==> src/rtl/mac_pkg.sv <==
package mac_pkg;

   // Controls that travel with an operand pair through the pipeline
   typedef struct packed {
      logic sgn;      // 1: two's complement
      logic sub;      // 1: subtract product
      logic ld;       // replace total
      logic lz;       // replace with zero
   } mac_ctl_t;

   localparam int CTL_W = $bits(mac_ctl_t);

endpackage

==> src/rtl/mac_stage.sv <==
// Optional register stage: EN=1 registers, EN=0 passes through.
module mac_stage #(
   parameter int W  = 8,
   parameter bit EN = 1'b1
) (
   input  logic         clk,
   input  logic         rst,
   input  logic         ce,
   input  logic [W-1:0] d,
   output logic [W-1:0] q
);
   generate
      if (EN) begin : g_reg
         logic [W-1:0] r;
         always_ff @(posedge clk) begin
            if (rst)     r <= '0;
            else if (ce) r <= d;
         end
         assign q = r;
      end else begin : g_wire
         assign q = d;
      end
   endgenerate
endmodule

==> src/rtl/mac_opreg.sv <==
// Operand register with parallel / shift-in source select.
module mac_opreg #(
   parameter int W  = 18,
   parameter bit EN = 1'b1
) (
   input  logic         clk,
   input  logic         rst,
   input  logic         ce,
   input  logic         sel,
   input  logic [W-1:0] par_d,
   input  logic [W-1:0] sh_d,
   output logic [W-1:0] q
);
   logic [W-1:0] pick;

   assign pick = sel ? sh_d : par_d;

   mac_stage #(.W(W), .EN(EN)) u_stage (
      .clk (clk),
      .rst (rst),
      .ce  (ce),
      .d   (pick),
      .q   (q)
   );
endmodule

==> src/rtl/mac_mult.sv <==
// Signed or unsigned multiplier; low 2*W bits of the exact product.
module mac_mult #(
   parameter int W = 18
) (
   input  logic [W-1:0]   a,
   input  logic [W-1:0]   b,
   input  logic           sgn,
   output logic [2*W-1:0] p
);
   logic [2*W-1:0] ax;
   logic [2*W-1:0] bx;

   // Extending to the product width makes modular multiply exact
   assign ax = {{W{sgn & a[W-1]}}, a};
   assign bx = {{W{sgn & b[W-1]}}, b};
   assign p  = ax * bx;
endmodule

==> src/rtl/mac_accum.sv <==
// Accumulator register with add/sub, load and sticky overflow.
module mac_accum
   import mac_pkg::*;
#(
   parameter int PROD_W = 36,
   parameter int ACC_W  = 52
) (
   input  logic              clk,
   input  logic              rst,
   input  logic              ce,
   input  logic [PROD_W-1:0] prod,
   input  mac_ctl_t          ctl,
   output logic [ACC_W-1:0]  acc,
   output logic              ovf
);
   localparam int XW = ACC_W + 2;

   logic [ACC_W-1:0] acc_q;
   logic             ovf_q;
   logic [XW-1:0]    px;
   logic [XW-1:0]    ax;
   logic [XW-1:0]    sx;
   logic [2:0]       top_s;
   logic             out_s;
   logic             out_u;

   assign px = {{(XW-PROD_W){ctl.sgn & prod[PROD_W-1]}}, prod};
   assign ax = {{2{ctl.sgn & acc_q[ACC_W-1]}}, acc_q};
   assign sx = ctl.sub ? (ax - px) : (ax + px);

   assign top_s = sx[XW-1:ACC_W-1];
   assign out_s = !((top_s == 3'b000) || (top_s == 3'b111));
   assign out_u = (sx[XW-1:ACC_W] != 2'b00);

   always_ff @(posedge clk) begin
      if (rst) begin
         acc_q <= '0;
         ovf_q <= 1'b0;
      end else if (ce) begin
         if (ctl.ld) begin
            acc_q <= ctl.lz ? '0 : px[ACC_W-1:0];
            ovf_q <= 1'b0;
         end else begin
            acc_q <= sx[ACC_W-1:0];
            ovf_q <= ovf_q | (ctl.sgn ? out_s : out_u);
         end
      end
   end

   assign acc = acc_q;
   assign ovf = ovf_q;
endmodule

==> src/rtl/mac_slice.sv <==
module mac_slice
   import mac_pkg::*;
#(
   parameter int OP_W     = 18,
   parameter int GUARD_W  = 16,
   parameter bit IN_REG   = 1'b1,
   parameter bit PIPE_REG = 1'b1,
   localparam int PROD_W  = 2 * OP_W,
   localparam int ACC_W   = PROD_W + GUARD_W
) (
   input  logic             clk,
   input  logic             rst,
   input  logic             ce,
   input  logic [OP_W-1:0]  a_in,
   input  logic [OP_W-1:0]  b_in,
   input  logic             a_sel,
   input  logic             b_sel,
   input  logic [OP_W-1:0]  a_shin,
   input  logic [OP_W-1:0]  b_shin,
   output logic [OP_W-1:0]  a_shout,
   output logic [OP_W-1:0]  b_shout,
   input  logic             sgn,
   input  logic             sub,
   input  logic             acc_ld,
   input  logic             ld_zero,
   output logic [ACC_W-1:0] acc,
   output logic             ovf
);
   localparam int PIPE_W = PROD_W + CTL_W;

   generate
      if (!(OP_W == 9 || OP_W == 18 || OP_W == 36)) begin : g_bad_opw
         $error("mac_slice: OP_W must be 9, 18 or 36");
      end
      if (GUARD_W < 1) begin : g_bad_guard
         $error("mac_slice: GUARD_W must be at least 1");
      end
   endgenerate

   mac_ctl_t          ctl_in;
   mac_ctl_t          ctl_s1;
   mac_ctl_t          ctl_p;
   logic [CTL_W-1:0]  ctl_s1_v;
   logic [OP_W-1:0]   a_q;
   logic [OP_W-1:0]   b_q;
   logic [PROD_W-1:0] prod;
   logic [PROD_W-1:0] prod_p;
   logic [PIPE_W-1:0] pipe_d;
   logic [PIPE_W-1:0] pipe_q;
   logic              ld_p;

   assign ctl_in = '{sgn: sgn, sub: sub, ld: acc_ld, lz: ld_zero};

   // Input stage: operands with source select, controls alongside
   mac_opreg #(.W(OP_W), .EN(IN_REG)) u_areg (
      .clk (clk), .rst (rst), .ce (ce), .sel (a_sel),
      .par_d (a_in), .sh_d (a_shin), .q (a_q)
   );

   mac_opreg #(.W(OP_W), .EN(IN_REG)) u_breg (
      .clk (clk), .rst (rst), .ce (ce), .sel (b_sel),
      .par_d (b_in), .sh_d (b_shin), .q (b_q)
   );

   mac_stage #(.W(CTL_W), .EN(IN_REG)) u_ctl1 (
      .clk (clk), .rst (rst), .ce (ce),
      .d (ctl_in), .q (ctl_s1_v)
   );
   assign ctl_s1 = mac_ctl_t'(ctl_s1_v);

   assign a_shout = a_q;
   assign b_shout = b_q;

   mac_mult #(.W(OP_W)) u_mult (
      .a (a_q), .b (b_q), .sgn (ctl_s1.sgn), .p (prod)
   );

   // Pipeline stage between multiplier and accumulator
   assign pipe_d = {prod, ctl_s1};

   mac_stage #(.W(PIPE_W), .EN(PIPE_REG)) u_pipe (
      .clk (clk), .rst (rst), .ce (ce),
      .d (pipe_d), .q (pipe_q)
   );

   assign prod_p = pipe_q[PIPE_W-1:CTL_W];
   assign ctl_p  = mac_ctl_t'(pipe_q[CTL_W-1:0]);
   assign ld_p   = ctl_p.ld;

   mac_accum #(.PROD_W(PROD_W), .ACC_W(ACC_W)) u_acc (
      .clk (clk), .rst (rst), .ce (ce),
      .prod (prod_p), .ctl (ctl_p),
      .acc (acc), .ovf (ovf)
   );
endmodule

==> config.mk <==
export PLATFORM = sky130hd
export DESIGN_NAME = mac_slice
export DESIGN_NICKNAME = d
export VERILOG_FILES = /design/src/rtl/mac_pkg.sv /design/src/rtl/mac_stage.sv /design/src/rtl/mac_opreg.sv /design/src/rtl/mac_mult.sv /design/src/rtl/mac_accum.sv /design/src/rtl/mac_slice.sv
export SDC_FILE = /design/constraint.sdc
export NUM_CORES = 1
export LEC_CHECK = 0
export BUFFER_PORTS_ARGS = -buffer_cell sky130_fd_sc_hd__buf_2
export CORE_MARGIN = 8
export CORE_UTILIZATION = 58
export CTS_BUF_LIST = sky130_fd_sc_hd__clkbuf_8
export CTS_CLUSTER_DIAMETER = 60
export DETAILED_ROUTE_END_ITERATION = 12
export PLACE_DENSITY_LB_ADDON = 0.12
export SLEW_MARGIN = 25
export SYNTH_ARGS = -nofsm -noshare
export SYNTH_HDL_FRONTEND = slang
export SYNTH_SLANG_ARGS = --single-unit
==> constraint.sdc <==
create_clock -name clk -period 7.1 [get_ports clk]
set_clock_uncertainty 0.2 [all_clocks]
set_input_delay 1.42 -clock clk [delete_from_list [all_inputs] [get_ports clk]]
set_output_delay 1.42 -clock clk [all_outputs]
set_load 0.01 [all_outputs]
==> impl_metrics.tcl <==
set metrics [dict create \
    status "completed" \
    ant_nets 0 \
    synth-compound-area-share_pct 12.9 \
    setup_viol 0 \
    drive_gt1_share_pct 12.7 \
    dieWidth_um 212 \
    final_util_pct 64.4 \
    yosysTopAreaCell "fa_1" \
    r2r-start "u_breg.u_stage.q[4]" \
    vias 18310 \
    dp_hpwl_um 50400 \
    startpoint "u_breg.u_stage.q[4]" \
    clockBufferDepth 2 \
    vias_per_cell 5.70 \
    clock-sinks 133 \
    synth_top_family_by_area "adder cells" \
    num_rows 71 \
    synth-async-reset-ratio_pct 0 \
    port_buffers 169 \
    worstMarginPinSlew_ns 0.920 \
    r2r_setup_slack_ns 0.26 \
    die_h_um 212 \
    crit_fanout 14 \
    yosys_register_bits 133 \
    synth_ff_type "dfxtp_1" \
    yosysWarnings 0 \
    start_kind "flip-flop" \
    drt_iter0_markers 1065 \
    diodes 0 \
    cts_tree "built" \
    synthMuxAreaShare_pct 3.50 \
    p_total_mw 5.51 \
    postCtsSetupRepairBufs 0 \
    synthXorXnorAreaFrac_pct 4.69 \
    grt_pass1_wl_um 99700 \
    drtPass1Iterations 5 \
    worst-r2r-cell-count 24 \
    io_pins 170 \
    fmax_mhz 146 \
    hold_path.class "flip-flop to flip-flop" \
    finalHoldViolCount 0 \
    layout_min_cycle_time_ns 6.84 \
    synthDistinctLibCells 89 \
    synth_adder_area_share_pct 41.2 \
    syn_avg_cell_area_um2 8.64 \
    relSlewSlack_pct 38.6 \
    power.leakage_nw 12.1 \
    cellPowerDensity_mw_per_mm2 227 \
    synth-simple-area-share_pct 16.5 \
    synth_commonest_cells "401 x inv_1, 356 x fa_1, 241 x nand2_1" \
    synth-seq-area-share_pct 12.0 \
    antenna_found_initial 0 \
    drc 0 \
    synth_area_mm2 0.0222 \
    die_area_mm2 0.0448 \
    track_usage_pct 28.1 \
    gp_congestion 0.924 \
    multi_input_area_mm2 0.0175 \
    synth_nets 3171 \
    place_ws_ns 0.0988 \
    clk_latency_ns 0.52 \
    min_from "u_acc.acc[47]" \
    rsz0062_at_grt "false" \
    netlist_top_cells_area "fa_1 32%, dfxtp_1 12%, ha_1 9.1%" \
    tns_ns 0 \
    maxCapViolations 0 \
    synth_top_area_share_pct 32.1 \
    cp_data_required_time_ns 7.28 \
    gr-total-overflow 0 \
    routed_wl_um 61600 \
    clkTransAtPathRegs_ns 0.10 \
    drv_slew 0 \
    grt_max_degree 84 \
    worst_setup_path_end_kind "flip-flop" \
    grt_pass1_vias 18944 \
    path_class "flip-flop to flip-flop" \
    arrival_ns 7.02 \
    synthCells 2572 \
    fillers 3374 \
    crit_end "u_pipe.q[36]" \
    cts-root-buf "clkbuf_8" \
    start_util_pct 59.0 \
    vdd_drop_max_mv 0.153 \
    cts_inserted_buffers 17 \
    cts_max_level 4 \
    nets 3287 \
    rr_endpoint "u_pipe.q[36]" \
    synth_edf_count 0 \
    post-route-period-util_pct 96.3 \
    syn_to_final_growth_pct 9.12 \
    core-area_mm2 0.0377 \
    synth.most_common_cell "inv_1" \
    wire_per_inst_um 19.2 \
    regArea_mm2 0.00268 \
    fin_ws_ns 0.264 \
]
## registers in the layout (all words and copies together) (netlist names)
register and flops:
u_areg.u_stage.q 18, u_ctl1.q 4, u_breg.u_stage.q 18, u_pipe.q 40, u_acc.acc 52, u_acc.ovf 1
## power by group
part	switching [mW]	total [mW]	internal [mW]	leakage, nW
Combinational	2.10	3.71	1.60	10.8
Clock	0.369	0.705	0.335	0.211
Sequential	0.210	1.10	0.891	1.10
## placed cells by master, fill, tap and decap left out, types with 8 or more instances in the layout
master	netlist	routed
a21o_1	37	37
clkbuf_8	0	19
ha_1	162	162
a211oi_1	68	68
dfxtp_2	0	12
buf_2	5	167
a21oi_1	135	133
or2_2	10	10
nor2b_1	8	8
nand4_1	9	9
buf_4	0	72
nor3_1	33	33
o21bai_1	11	11
nand2_1	241	241
xor2_1	20	20
xnor2_1	99	99
fa_1	356	355
a31oi_1	12	12
o21ai_0	49	48
nor2_1	191	189
and2_1	165	165
a22oi_1	18	17
nor4_1	8	8
and3_1	14	14
mux2i_1	75	75
nand2b_1	9	9
inv_1	401	402
dfxtp_1	133	120
nor3b_1	8	8
nand3_1	25	25
o31a_1	13	13
## metal layers
metal | GRT usage, % | wire [um]
met5 | 0 | 0
met4 | 10.1 | 1980
met3 | 4.16 | 3680
met2 | 48.9 | 30700
met1 | 35.0 | 25300
## worst max-delay path, cell delays in order, from the launching register on
cell and delay (ns):
dfxtp_1 0.43, buf_4 0.27, nand2_1 0.11, fa_1 0.53, fa_1 0.47, fa_1 0.55, inv_1 0.06, fa_1 0.57
fa_1 0.43, fa_1 0.49, inv_1 0.05, fa_1 0.49, inv_1 0.04, ha_1 0.20, a21o_1 0.16, a21oi_1 0.15
nor2b_1 0.08, o311a_1 0.36, a221oi_2 0.24, a21oi_1 0.11, buf_4 0.17, a211oi_1 0.24, xnor2_1 0.09, mux2i_1 0.15
nor2_1 0.05
## logic make-up after synthesis
kind of cell / Yosys count
simple gates: 751
fa+ha+maj: 518
flops: 133
compound gates: 424
mux: 77
buf+inv: 550
xor+xnor: 119
## how the worst min path moves through the flow
stage | to | slack (ns) | cells past startpoint
after detailed placement | u_acc.acc[47] | 0.29 | 2
after global placement | u_ctl1.q[0] | 0.28 | 2
after CTS | u_acc.acc[47] | 0.30 | 2
after global routing | u_acc.acc[5] | 0.33 | 2
after floorplan | u_ctl1.q[0] | 0.26 | 2
final | u_acc.acc[47] | 0.30 | 2
## cell type report
class | instances | area share [%]
inverter | 402 | 6.22
clock buffer | 19 | 1.08
timing repair buffer | 245 | 6.13
multi-input combinational | 1889 | 72.3
clock inverter | 13 | 0.598
sequential | 133 | 11.1
tap | 511 | 2.64
## per-stage QoR
stage / instances / hold slack [ns] / cell area, um^2
global placement: 3180 / 0.275 / 23800
detailed placement: 3180 / 0.290 / 23800
global route: 3212 / 0.334 / 24300
finish: 3212 / 0.297 / 24300
CTS: 3212 / 0.303 / 24200
floorplan: 2572 / 0.260 / 22200
## repair_timing
action,4_1_cts,5_1_grt
hold buffers,0,0
endpoints found under the setup margin,0,10
gates resized for setup,0,23
Power figures use the tool's default switching activity.
